`src/rtl/dma_mover_pkg.sv`:
```
package dma_mover_pkg;

  typedef enum logic [2:0] {
    ST_IDLE,
    ST_REQ,
    ST_PULL,
    ST_RD,
    ST_LAT,
    ST_PUSH,
    ST_DRAIN
  } mover_state_e;

  localparam logic [1:0] SEL_ADDR = 2'd0;
  localparam logic [1:0] SEL_CNT  = 2'd1;
  localparam logic [1:0] SEL_CTRL = 2'd2;

  localparam int CW_GO  = 0;
  localparam int CW_DIR = 1;

  localparam int CR_BUSY = 0;
  localparam int CR_DIR  = 1;
  localparam int CR_DONE = 2;

endpackage

```
`src/rtl/dma_mover_regs.sv`:
```
module dma_mover_regs
  import dma_mover_pkg::*;
#(
  parameter int ADDR_W = 16,
  parameter int CNT_W  = 16,
  parameter int REG_W  = 16
) (
  input  logic              clk,
  input  logic              rst_n,
  input  logic [1:0]        reg_sel,
  input  logic              reg_wr,
  input  logic [REG_W-1:0]  reg_wdata,
  output logic [REG_W-1:0]  reg_rdata,
  input  logic              busy,
  input  logic              step,
  input  logic              finish,
  output logic              start_go,
  output logic              start_zero,
  output logic              cnt_last,
  output logic              dir_q,
  output logic              done_q,
  output logic [ADDR_W-1:0] addr_q,
  output logic [CNT_W-1:0]  count_q
);

  function automatic logic [ADDR_W-1:0] addr_after(input logic [ADDR_W-1:0] a);
    return a + 1'b1;
  endfunction

  function automatic logic [CNT_W-1:0] count_after(input logic [CNT_W-1:0] c);
    return c - 1'b1;
  endfunction

  function automatic logic is_final(input logic [CNT_W-1:0] c);
    return c == CNT_W'(1);
  endfunction

  logic idle_ctrl_wr;
  logic addr_wr_ok;
  logic cnt_wr_ok;

  assign idle_ctrl_wr = reg_wr && (reg_sel == SEL_CTRL) && !busy;
  assign addr_wr_ok   = reg_wr && (reg_sel == SEL_ADDR) && !busy;
  assign cnt_wr_ok    = reg_wr && (reg_sel == SEL_CNT)  && !busy;
  assign start_go     = idle_ctrl_wr && reg_wdata[CW_GO] && (count_q != '0);
  assign start_zero   = idle_ctrl_wr && reg_wdata[CW_GO] && (count_q == '0);
  assign cnt_last     = is_final(count_q);

  always_ff @(posedge clk or negedge rst_n) begin
    if (!rst_n) begin
      addr_q  <= '0;
      count_q <= '0;
      dir_q   <= 1'b0;
      done_q  <= 1'b0;
    end else begin
      if (addr_wr_ok)      addr_q <= reg_wdata[ADDR_W-1:0];
      else if (step)       addr_q <= addr_after(addr_q);

      if (cnt_wr_ok)       count_q <= reg_wdata[CNT_W-1:0];
      else if (step)       count_q <= count_after(count_q);

      if (idle_ctrl_wr)    dir_q <= reg_wdata[CW_DIR];

      if (finish || start_zero) done_q <= 1'b1;
      else if (idle_ctrl_wr)    done_q <= 1'b0;
    end
  end

  logic [REG_W-1:0] ctrl_view;
  always_comb begin
    ctrl_view          = '0;
    ctrl_view[CR_BUSY] = busy;
    ctrl_view[CR_DIR]  = dir_q;
    ctrl_view[CR_DONE] = done_q;
  end

  always_comb begin
    unique case (reg_sel)
      SEL_ADDR: reg_rdata = REG_W'(addr_q);
      SEL_CNT:  reg_rdata = REG_W'(count_q);
      SEL_CTRL: reg_rdata = ctrl_view;
      default:  reg_rdata = '0;
    endcase
  end

  logic unused_wbits;
  assign unused_wbits = ^reg_wdata;

endmodule

```
`src/rtl/dma_mover_seq.sv`:
```
module dma_mover_seq
  import dma_mover_pkg::*;
(
  input  logic clk,
  input  logic rst_n,
  input  logic start_go,
  input  logic dir,
  input  logic cnt_last,
  input  logic bus_gnt,
  input  logic io_in_valid,
  input  logic io_out_ready,
  output logic busy,
  output logic bus_req,
  output logic step,
  output logic finish,
  output logic mem_en,
  output logic mem_we,
  output logic rd_latch,
  output logic io_in_ready,
  output logic io_out_valid
);

  mover_state_e st, nxt;

  always_ff @(posedge clk or negedge rst_n) begin
    if (!rst_n) st <= ST_IDLE;
    else        st <= nxt;
  end

  always_comb begin
    nxt          = st;
    step         = 1'b0;
    finish       = 1'b0;
    mem_en       = 1'b0;
    mem_we       = 1'b0;
    rd_latch     = 1'b0;
    io_in_ready  = 1'b0;
    io_out_valid = 1'b0;
    unique case (st)
      ST_IDLE:  if (start_go) nxt = ST_REQ;
      ST_REQ:   if (bus_gnt) nxt = dir ? ST_RD : ST_PULL;
      ST_PULL: begin
        io_in_ready = bus_gnt;
        if (bus_gnt && io_in_valid) begin
          step   = 1'b1;
          mem_en = 1'b1;
          mem_we = 1'b1;
          if (cnt_last) nxt = ST_DRAIN;
        end
      end
      ST_RD: begin
        if (bus_gnt) begin
          mem_en = 1'b1;
          nxt    = ST_LAT;
        end
      end
      ST_LAT: begin
        rd_latch = 1'b1;
        nxt      = ST_PUSH;
      end
      ST_PUSH: begin
        io_out_valid = 1'b1;
        if (io_out_ready) begin
          step = 1'b1;
          nxt  = cnt_last ? ST_DRAIN : ST_RD;
        end
      end
      ST_DRAIN: begin
        if (!bus_gnt) begin
          finish = 1'b1;
          nxt    = ST_IDLE;
        end
      end
      default: nxt = ST_IDLE;
    endcase
  end

  assign busy    = (st != ST_IDLE);
  assign bus_req = (st != ST_IDLE) && (st != ST_DRAIN);

endmodule

```
`src/rtl/dma_mover_port.sv`:
```
module dma_mover_port #(
  parameter int ADDR_W = 16
) (
  input  logic              clk,
  input  logic              rst_n,
  input  logic              mem_en,
  input  logic              mem_we,
  input  logic              rd_latch,
  input  logic              io_out_valid,
  input  logic [ADDR_W-1:0] addr_q,
  input  logic [7:0]        io_in_data,
  input  logic [7:0]        mem_rdata,
  output logic [ADDR_W-1:0] mem_addr,
  output logic [7:0]        mem_wdata,
  output logic [7:0]        io_out_data
);

  logic [7:0] hold_q;

  always_ff @(posedge clk or negedge rst_n) begin
    if (!rst_n)        hold_q <= '0;
    else if (rd_latch) hold_q <= mem_rdata;
  end

  assign mem_addr    = mem_en ? addr_q : '0;
  assign mem_wdata   = mem_we ? io_in_data : '0;
  assign io_out_data = io_out_valid ? hold_q : '0;

endmodule

```
`src/rtl/dma_mover.sv`:
```
module dma_mover
  import dma_mover_pkg::*;
#(
  parameter int ADDR_W = 16,
  parameter int CNT_W  = 16,
  parameter int REG_W  = 16
) (
  input  logic              clk,
  input  logic              rst_n,
  input  logic [1:0]        reg_sel,
  input  logic              reg_wr,
  input  logic [REG_W-1:0]  reg_wdata,
  output logic [REG_W-1:0]  reg_rdata,
  output logic              done,
  output logic              bus_req,
  input  logic              bus_gnt,
  output logic              mem_en,
  output logic              mem_we,
  output logic [ADDR_W-1:0] mem_addr,
  output logic [7:0]        mem_wdata,
  input  logic [7:0]        mem_rdata,
  input  logic              io_in_valid,
  input  logic [7:0]        io_in_data,
  output logic              io_in_ready,
  output logic              io_out_valid,
  output logic [7:0]        io_out_data,
  input  logic              io_out_ready
);

  logic              busy;
  logic              step;
  logic              finish;
  logic              start_go;
  logic              start_zero;
  logic              cnt_last;
  logic              dir_q;
  logic              rd_latch;
  logic [ADDR_W-1:0] addr_q;
  logic [CNT_W-1:0]  count_q;

  dma_mover_regs #(.ADDR_W(ADDR_W), .CNT_W(CNT_W), .REG_W(REG_W)) u_regs (
    .clk        (clk),
    .rst_n      (rst_n),
    .reg_sel    (reg_sel),
    .reg_wr     (reg_wr),
    .reg_wdata  (reg_wdata),
    .reg_rdata  (reg_rdata),
    .busy       (busy),
    .step       (step),
    .finish     (finish),
    .start_go   (start_go),
    .start_zero (start_zero),
    .cnt_last   (cnt_last),
    .dir_q      (dir_q),
    .done_q     (done),
    .addr_q     (addr_q),
    .count_q    (count_q)
  );

  dma_mover_seq u_seq (
    .clk          (clk),
    .rst_n        (rst_n),
    .start_go     (start_go),
    .dir          (dir_q),
    .cnt_last     (cnt_last),
    .bus_gnt      (bus_gnt),
    .io_in_valid  (io_in_valid),
    .io_out_ready (io_out_ready),
    .busy         (busy),
    .bus_req      (bus_req),
    .step         (step),
    .finish       (finish),
    .mem_en       (mem_en),
    .mem_we       (mem_we),
    .rd_latch     (rd_latch),
    .io_in_ready  (io_in_ready),
    .io_out_valid (io_out_valid)
  );

  dma_mover_port #(.ADDR_W(ADDR_W)) u_port (
    .clk          (clk),
    .rst_n        (rst_n),
    .mem_en       (mem_en),
    .mem_we       (mem_we),
    .rd_latch     (rd_latch),
    .io_out_valid (io_out_valid),
    .addr_q       (addr_q),
    .io_in_data   (io_in_data),
    .mem_rdata    (mem_rdata),
    .mem_addr     (mem_addr),
    .mem_wdata    (mem_wdata),
    .io_out_data  (io_out_data)
  );

endmodule

```
`config.mk`:
```
export PLATFORM = sky130hd
export DESIGN_NAME = dma_mover
export DESIGN_NICKNAME = d
export VERILOG_FILES = /design/src/rtl/dma_mover_pkg.sv /design/src/rtl/dma_mover_regs.sv /design/src/rtl/dma_mover_seq.sv /design/src/rtl/dma_mover_port.sv /design/src/rtl/dma_mover.sv
export SDC_FILE = /design/constraint.sdc
export NUM_CORES = 1
export LEC_CHECK = 0
export BUFFER_PORTS_ARGS = -buffer_cell sky130_fd_sc_hd__buf_2
export CAP_MARGIN = 20
export CORE_UTILIZATION = 52
export DETAILED_ROUTE_END_ITERATION = 12
export PLACE_DENSITY = 0.9
export SYNTH_ARGS = -nofsm -noshare
export SYNTH_HDL_FRONTEND = slang
export SYNTH_SLANG_ARGS = --single-unit
```
`constraint.sdc`:
```
create_clock -name clk -period 2.2 [get_ports clk]
set_input_delay 0.11 -clock clk [delete_from_list [all_inputs] [get_ports clk]]
set_output_delay 0.11 -clock clk [all_outputs]
set_load 0.01 [all_outputs]
```
==> results.py, run 1 <==
metrics = {
    "sta": {
        "fin_setup_tns_ns": 0,
        "rsz0062_at_grt": "no",
        "slew_headroom": 0.614,
        "slew_viol_final": 0,
        "tightest_slew_ns": 0.580,
        "fin_ws_ns": 0.200,
        "post-route-period-util": 0.909,
        "setup_viol": 0,
        "fin_hold_ws_ns": 0.0363,
        "finalHoldViolCount": 0,
        "clock_skew_ns": 0.0111,
        "fmax_ghz": 0.500,
        "fin_crit_ns": 2.00,
    },
    "route": {
        "drcViolationCount": 0,
        "wl_per_cell_um": 17.4,
        "wl_um": 9040,
        "drtIter0Drc": 374,
        "ant_nets": 0,
        "via_per_inst": 6.16,
        "vias": 3196,
        "drt_first_pass_iters": 5,
    },
    "floorplanning": {
        "die_x_um": 78.6,
        "design.die.area_um2": 6180,
        "io_pins": 94,
        "start_util": 0.548,
        "core-area_um2": 5570,
        "placementRows": 27,
        "fp.dieH_um": 78.6,
    },
    "global_routing": {
        "overflow": 0,
        "grt-busiest-layer": "met2",
        "track_usage": 0.303,
        "met3_usage": 0.0360,
        "grt_util_met1": 0.385,
        "grt_pass1_vias": 3013,
        "use_met2": 0.528,
        "grt_max_degree": 46,
        "antenna_found_initial": 0,
        "grt_first_pass_wirelength_um": 14600,
    },
    "cts": {
        "cts_root_buf": "clkbuf_8",
        "clock_path_buffers": 2,
        "cts.sinks": 45,
        "postCtsSetupBuffers": 0,
        "cts_max_level": 2,
        "cts_buffers": 5,
        "cts_tree": "built",
        "clk_pin_slew_ns": 0.09,
        "insertion_delay_ns": 0.30,
    },
    "critical_path": {
        "crit_fanout": 10,
        "cp.required_ns": 2.38,
        "cp_slowest_stage_delay_ns": 0.45,
        "critPathArrivalTime_ns": 2.18,
        "crit_type": "flop to flop",
        "critPathSlowestCell": "dfrtp_1",
        "cp_cell_sequence": "nor3b_2, a32o_1, buf_4, nand2_1, o311a_1, a221o_1",
        "end_kind": "flop",
        "crit_path_start_kind": "flop",
    },
    "finish": {
        "fill_cells": 470,
        "diodes": 0,
        "final_cell_mix": "93 x buf_2, 45 x dfrtp_1, 42 x nand2_1",
        "drive_gt1_frac": 0.306,
        "final_area_um2": 3770,
        "final_util": 0.676,
        "layout.nets": 489,
        "mostFrequentLayoutCell": "buf_2",
        "area_delta_synth_final_pct": 23.4,
    },
    "placed_design": {
        "gp_congestion": 0.976,
        "port_buffers": 93,
        "place_ws_ns": 0.240,
        "place_area_um2": 3640,
        "dp_hpwl_um": 6590,
    },
    "synthesis": {
        "synthDistinctLibCells": 55,
        "async_flop_share": 1.00,
        "yosys.area.top_type_share": 0.369,
        "yosys.area.top_type": "dfrtp_1",
        "syn_avg_cell_area_um2": 8.78,
        "yosys_warnings": 0,
        "synth_nets": 391,
        "ys_top_cells_by_area": "dfrtp_1 37%, and2_1 7.2%, mux2i_1 5.2%, nand2_1 5.2%, o21ai_0 3.8%",
        "netlist_instances": 348,
        "synth_edf_count": 0,
        "synth-main-ff-cell": "dfrtp_1",
        "ys_ff_latch": 45,
        "syn_area_um2": 3050,
        "yosysSeqAreaShare": 0.369,
    },
    "run": {
        "cap_viol_max_count": 0,
    },
    "run_status": {
        "status": "finished, final reports clean",
    },
    "power": {
        "ir_worst_vdd_v": 0.000532,
        "leakage_nw": 1.82,
        "power.density_nw_per_um2": 1140,
    },
    "min_path": {
        "hp-class": "primary input to flop",
    },
}
[layout make-up]
type / count / area (um2) / area share
clock inverters: 1 / 30.0 / 0.00797
flip-flops and latches: 45 / 1130 / 0.299
well taps: 72 / 90.1 / 0.0239
repair buffers: 112 / 611 / 0.162
multi-input cells: 275 / 1800 / 0.477
inverters: 7 / 26.3 / 0.00697
clock buffers: 7 / 86.3 / 0.0229
[worst max-delay path, delay by kind of cell (launching register included)]
| kind | cells | cell delay, ns |
|---|---|---|
| DFF | 1 | 0.45 |
| AOI/OAI and AO/OA | 3 | 0.85 |
| and+or+nand+nor | 2 | 0.38 |
| buffers and inverters | 1 | 0.21 |
[power by group]
group | internal [mW] | switching (mW) | total, mW
Clock | 0.371 | 0.291 | 0.662
Sequential | 1.21 | 0.498 | 1.70
Combinational | 0.907 | 1.01 | 1.91
[flip-flops by register name, indices dropped and copies added (netlist names)]
register	flops
u_port.hold_q	8
u_regs.done_q	1
u_seq.st	3
u_regs.addr_q	16
u_regs.dir_q	1
u_regs.count_q	16
[metal layers]
layer  routed length, um  vias to the layer above
met3                 686                       26
li1                    -                     1466
met1                3620                     1527
met5                   0                        -
met2                4520                      177
met4                 214                        0
[Yosys cell counts, types with 7 or more instances]
library cell,count
a21oi_1,9
and2_1,35
buf_2,7
clkbuf_1,10
dfrtp_1,45
inv_1,7
mux2_2,10
mux2i_1,16
nand2_1,42
nand3_1,8
nand4_1,8
nor2_1,26
nor4_1,8
o211ai_1,7
o21ai_0,23
[worst paths after layout]
kind                             startpoint                  to  slack (ns)  cells past startpoint
hold reg to reg            u_port.hold_q[7]    u_port.hold_q[7]        0.51                      1
setup / recovery                u_seq.st[0]   u_regs.count_q[4]        0.20                      6
min in group asynchronous             rst_n  u_regs.count_q[10]        0.43                      3
hold / removal                 reg_wdata[4]    u_regs.addr_q[4]        0.04                      3
max in group asynchronous             rst_n   u_regs.count_q[7]        1.38                      3
setup reg to reg                u_seq.st[0]   u_regs.count_q[4]        0.20                      6
[kinds of logic (layout without fill, tap and decap cells)]
| group | after synthesis | after routing | synth area share |
|---|---|---|---|
| AND/OR/NAND/NOR | 163 | 163 | 0.293 |
| adder cells (fa/ha/maj) | 3 | 3 | 0.0123 |
| XOR/XNOR | 9 | 9 | 0.0258 |
| AO/OA/AOI/OAI | 74 | 74 | 0.168 |
| flip-flops | 45 | 45 | 0.369 |
| multiplexers | 26 | 26 | 0.0893 |
| buffers and inverters | 28 | 127 | 0.0426 |
[stage by stage]
stage,cells,power (mW)
after floorplan,348,2.90
after global placement,510,3.50
after detailed placement,510,3.59
after CTS,519,4.25
after global routing,519,4.56
final,519,4.28
[timing repair]
action                     in CTS  in global routing
resized for setup               0                  1
hold endpoints to repair       45                  0
hold buffers                    1                  0
setup endpoints to repair       0                  4
No activity file was read; power rests on OpenSTA's default activity.
==> inputs of run 2 (changes only) <==
==> constraint.sdc (replaced) <==
create_clock -name clk -period 1.9 [get_ports clk]
set_input_delay 0.095 -clock clk [delete_from_list [all_inputs] [get_ports clk]]
set_output_delay 0.095 -clock clk [all_outputs]
set_load 0.01 [all_outputs]
==> results.py, run 2 (synthesis gave the netlist of run 1 again) <==
metrics = {
    "run_status": {
        "status": "complete, but fails checks",
        "violations": "setup timing",
    },
    "placed_design": {
        "port_buffers": 93,
        "gp_congestion": 0.944,
        "numPlacedInstances": 538,
        "dp_hpwl_um": 7080,
    },
    "critical_path": {
        "crit_fanout": 5,
        "cp_num_buf_inv": 1,
        "reg2reg_slack_ns": -0.001,
        "crit_family": "simple AND/OR/NAND/NOR gates",
        "crit_path_start_kind": "flop",
        "cp_cell_sequence": "nor4_4, buf_4, nand4b_1, nor4_1, xnor2_1, o21ai_0",
        "end_kind": "flop",
        "worstRegToRegCells": 6,
        "r2r-end": "u_regs.count_q[11]",
        "cp.required_ns": 2.11,
        "critPathSlowestCell": "dfrtp_1",
        "cp_slowest_stage_delay_ns": 0.44,
        "r2r_start": "u_regs.count_q[5]",
        "critPathArrivalTime_ns": 2.11,
        "crit_type": "flop to flop",
        "path_depth": 6,
    },
    "route": {
        "via_per_inst": 6.26,
        "dr.max_layer_used": "met4",
        "vias": 3472,
        "ant_nets": 0,
        "dr_wl_met3_um": 1020,
        "drt_first_pass_iters": 5,
        "wl_met2_um": 4920,
        "drtIter0Drc": 410,
        "wl_um": 10200,
        "met1_length_um": 3810,
        "drcViolationCount": 0,
        "wl_per_cell_um": 18.3,
    },
    "cts": {
        "cts_buffers": 5,
        "clk_pin_slew_ns": 0.09,
        "cts_tree": "built",
        "insertion_delay_ns": 0.30,
        "cts_root_buf": "clkbuf_8",
        "clock_path_buffers": 2,
        "cts.sinks": 45,
        "cts_max_level": 2,
    },
    "floorplanning": {
        "placementRows": 27,
        "core-area_um2": 5570,
        "io_pins": 94,
        "start_util": 0.548,
        "die_x_um": 78.6,
        "fp.dieH_um": 78.6,
        "design.die.area_um2": 6180,
    },
    "sta": {
        "setup_viol": 1,
        "fin_crit_ns": 1.90,
        "fin_hold_ws_ns": 0.00854,
        "clock_skew_ns": 0.00615,
        "tightest_slew_ns": 0.596,
        "finalHoldViolCount": 0,
        "slew_viol_final": 0,
        "post-route-period-util": 1.00,
        "fin_ws_ns": -0.00121,
        "rsz0062_at_grt": "yes",
        "fmax_ghz": 0.526,
        "slew_headroom": 0.603,
    },
    "power": {
        "p_total_mw": 5.57,
        "leakage_nw": 2.03,
        "power.density_nw_per_um2": 1360,
        "ir_worst_vdd_v": 0.000778,
    },
    "finish": {
        "drive_gt1_frac": 0.375,
        "final_cell_mix": "93 x buf_2, 51 x buf_4, 45 x dfrtp_1",
        "area_delta_synth_final_pct": 34.5,
        "diodes": 0,
        "mostFrequentLayoutCell": "buf_2",
        "reg.largest.list": "u_regs.addr_q x16, u_regs.count_q x16, u_port.hold_q x8",
        "layoutNonFillerInstCount": 555,
        "layout.nets": 525,
    },
    "run": {
        "cap_viol_max_count": 0,
    },
    "min_path": {
        "hold_end": "u_regs.addr_q[10]",
        "min_from": "reg_wdata[10]",
        "hp-class": "primary input to flop",
        "min_path_cells": 3,
    },
    "global_routing": {
        "grt_pass1_vias": 3170,
        "track_usage": 0.320,
        "antenna_found_initial": 0,
        "grt_max_degree": 26,
        "grt_first_pass_wirelength_um": 15200,
        "overflow": 0,
    },
}
## run 2: changes by cell type in the layout (fill, tap and decap cells not counted), sizes merged
cell,change
clkinvlp,+1
buf,+35
## run 2: worst min-delay path: stages
cell and delay [ns]:
buf_2 0.09, nand2_1 0.04, o21ai_0 0.06
## run 2: power breakdown
part	internal [mW]	switching, mW	leakage, nW
clock	0.428	0.358	0.0574
sequential	1.40	0.443	0.561
combinational	1.43	1.52	1.41
total	3.25	2.32	2.03
## run 2: repair_timing
item / in CTS / in global routing
endpoints found under the setup margin: 0 / 23
buffers inserted: 0 / 7
hold buffers: 1 / 0
resized for setup: 0 / 13
endpoints found under the hold margin: 23 / 0
## run 2: worst max path at each step
stage | start | end | slack (ns)
floorplan | u_regs.count_q[2] | u_regs.count_q[14] | 0.04
finish | u_regs.count_q[5] | u_regs.count_q[11] | -0.001
global placement | u_regs.count_q[11] | u_regs.count_q[14] | 0.09
CTS | u_regs.count_q[11] | u_regs.count_q[14] | 0.02
detailed placement | u_regs.count_q[11] | u_regs.count_q[14] | 0.03
global route | u_seq.st[2] | u_regs.count_q[11] | -0.10
## run 2: cell type report
cell class | count | area [um2]
clock buffer | 6 | 82.6
clock inverter | 2 | 37.5
fill | 421 | 1470
inverter | 7 | 26.3
multi-input combinational | 275 | 1830
sequential | 45 | 1130
tap | 72 | 90.1
timing repair buffer | 148 | 915
## run 2: per-layer routing
metal | GRT usage | vias up
met5 | 0 | -
met4 | 0.135 | 0
met3 | 0.0628 | 49
met2 | 0.538 | 249
met1 | 0.400 | 1639
li1 | - | 1535
## run 2: stage by stage
step | setup TNS [ns] | area (um2) | setup WS (ns) | util
4_1_cts | 0 | 3990 | 0.0220 | 0.716
3_3_place_gp | 0 | 3860 | 0.0858 | 0.693
5_1_grt | -0.257 | 4110 | -0.105 | 0.737
6_report | -0.00121 | 4110 | -0.00121 | 0.737
3_5_place_dp | 0 | 3860 | 0.0350 | 0.693
2_1_floorplan | 0 | 3050 | 0.0391 | -
==> inputs of run 3 (changes only) <==
--- a/config.mk
+++ b/config.mk
@@ -7,9 +7,12 @@
 export LEC_CHECK = 0
 export BUFFER_PORTS_ARGS = -buffer_cell sky130_fd_sc_hd__buf_2
 export CAP_MARGIN = 20
-export CORE_UTILIZATION = 52
+export CORE_UTILIZATION = 51
 export DETAILED_ROUTE_END_ITERATION = 12
-export PLACE_DENSITY = 0.9
+export PLACE_DENSITY = 0.89
+export RECOVER_POWER = 50
+export SETUP_SLACK_MARGIN = 0.5
 export SYNTH_ARGS = -nofsm -noshare
 export SYNTH_HDL_FRONTEND = slang
+export SYNTH_HIERARCHICAL = 1
 export SYNTH_SLANG_ARGS = --single-unit
==> results.py, run 3 <==
metrics = {
    "critical_path": {
        "cp.required_ns": 2.13,
        "r2r-end": "u_regs/addr_q[9]",
        "r2r_start": "u_seq/st[2]",
        "end_kind": "flop",
        "critPathArrivalTime_ns": 2.47,
        "endpoint": "u_regs/addr_q[9]",
        "cp_cell_sequence": "and4bb_4, and2_4, nand2b_4, nand4_1, nor3_2, buf_4, nand2_2, xor2_1, o21ai_1",
        "crit_path_start_kind": "flop",
        "crit_family": "simple AND/OR/NAND/NOR gates",
        "worstSetupStartpoint": "u_seq/st[2]",
        "crit_type": "flop to flop",
        "path_depth": 9,
        "critPathSlowestCell": "dfrtp_1",
        "reg2reg_slack_ns": -0.34,
        "cp_slowest_stage_delay_ns": 0.39,
        "cp_num_buf_inv": 1,
        "worstRegToRegCells": 9,
        "crit_fanout": 8,
    },
    "global_routing": {
        "track_usage": 0.343,
        "grt_first_pass_wirelength_um": 15800,
        "grt_util_met1": 0.408,
        "use_met2": 0.567,
        "grt_max_degree": 25,
        "overflow": 0,
        "antenna_found_initial": 0,
        "grt-busiest-layer": "met2",
        "grt_pass1_vias": 3164,
        "met3_usage": 0.0729,
    },
    "sta": {
        "fmax_ghz": 0.447,
        "fin_ws_ns": -0.339,
        "clock_skew_ns": 0.00531,
        "finalHoldViolCount": 1,
        "setup_viol": 48,
        "fin_setup_tns_ns": -5.91,
        "post-route-period-util": 1.18,
        "fin_hold_ws_ns": -0.000279,
        "tightest_slew_ns": 1.31,
        "fin_crit_ns": 2.24,
        "slew_viol_final": 0,
        "rsz0062_at_grt": "yes",
        "slew_headroom": 0.126,
    },
    "route": {
        "drt_first_pass_iters": 5,
        "wl_um": 12800,
        "ant_nets": 0,
        "via_per_inst": 6.31,
        "wl_per_cell_um": 23.1,
        "drtIter0Drc": 437,
        "drcViolationCount": 0,
        "vias": 3493,
    },
    "synthesis": {
        "netlist_instances": 328,
        "synth_nets": 371,
        "yosys_warnings": 6,
        "syn_area_um2": 2930,
        "syn_avg_cell_area_um2": 8.93,
    },
    "cts": {
        "cts_root_buf": "clkbuf_8",
        "cts_buffers": 5,
        "cts_max_level": 2,
        "cts_tree": "built",
        "cts.sinks": 45,
        "clock_path_buffers": 2,
        "clk_pin_slew_ns": 0.09,
        "insertion_delay_ns": 0.31,
    },
    "finish": {
        "layout.nets": 524,
        "final_cell_mix": "80 x buf_2, 42 x dfrtp_1, 38 x buf_4",
        "area_delta_synth_final_pct": 63.5,
        "layoutNonFillerInstCount": 554,
        "drive_gt1_frac": 0.556,
        "mostFrequentLayoutCell": "buf_2",
        "fill_cells": 241,
        "final_area_um2": 4790,
        "diodes": 0,
        "reg.largest.list": "u_regs/addr_q x16, u_regs/count_q x16, u_port/hold_q x8",
    },
    "floorplanning": {
        "core-area_um2": 5510,
        "fp.dieH_um": 77.8,
        "placementRows": 27,
        "design.die.area_um2": 6050,
        "start_util": 0.532,
        "die_x_um": 77.8,
        "io_pins": 94,
    },
    "power": {
        "p_int_mw": 3.57,
        "power.share.clock": 0.144,
        "leakage_nw": 2.30,
        "power.density_nw_per_um2": 1300,
        "p_seq_frac": 0.336,
        "p_switching_mw": 2.66,
        "p_total_mw": 6.23,
        "switching_share": 0.427,
        "ir_worst_vdd_v": 0.00131,
        "p_comb_frac": 0.520,
    },
    "run": {
        "cap_viol_max_count": 0,
    },
    "placed_design": {
        "place_ws_ns": -0.127,
        "dp_hpwl_um": 5710,
        "numPlacedInstances": 512,
        "gp_congestion": 0.869,
        "place_area_um2": 3780,
        "port_buffers": 93,
    },
    "run_status": {
        "violations": "hold timing, setup timing",
        "status": "complete, but fails checks",
    },
    "min_path": {
        "hp-class": "primary input to flop",
    },
}
[run 3: metal layers]
layer,share of wire,vias up
li1,-,1414
met1,0.36,1660
met2,0.46,303
met3,0.095,116
met4,0.084,0
met5,0,-
[run 3: repair_timing]
item | 4_1_cts | 5_1_grt
endpoints found under the hold margin | 21 | 0
hold buffers | 1 | 0
cloned | 4 | 1
endpoints found under the setup margin | 81 | 82
buffers inserted | 6 | 22
resized for setup | 72 | 94
pin swaps | 15 | 35
[run 3: cell type report]
class	instances	area (um2)	area share
sequential	45	1130	0.236
inverter	6	22.5	0.00470
clock buffer	5	68.8	0.0144
multi-input combinational	261	2160	0.451
clock inverter	3	68.8	0.0144
timing repair buffer	162	1250	0.260
tap	72	90.1	0.0188
[run 3: how the worst min path moves through the flow]
stage	depth (start not counted)	end	from
2_1_floorplan	0	u_port/hold_q[0]	rst_n
3_3_place_gp	1	u_seq/st[1]	rst_n
3_5_place_dp	1	u_seq/st[1]	rst_n
4_1_cts	3	u_regs/count_q[6]	reg_wdata[6]
5_1_grt	3	u_regs/addr_q[7]	reg_wdata[7]
6_report	3	u_regs/addr_q[7]	reg_wdata[7]
[run 3: power groups by stage]
stage	combinational (mW)	sequential (mW)	clock (mW)
finish	3.24	2.09	0.899
global route	3.36	2.13	0.946
global placement	2.07	1.91	0
floorplan	1.42	1.83	0
detailed placement	2.16	1.93	0
CTS	2.50	1.94	0.886
[run 3: through the flow]
step                      hold WS, ns  utilization
after CTS                     0.00709        0.774
after detailed placement        0.117        0.686
after global routing          0.00205        0.870
after floorplan                -0.201            -
final                       -0.000279        0.870
after global placement          0.108        0.686
[run 3: worst reg2reg max path: stages, from the launching register on]
cell      delay (ns)
dfrtp_1         0.39
and4bb_4        0.34
and2_4          0.14
nand2b_4        0.17
nand4_1         0.16
nor3_2          0.35
buf_4           0.21
nand2_2         0.07
xor2_1          0.15
o21ai_1         0.19
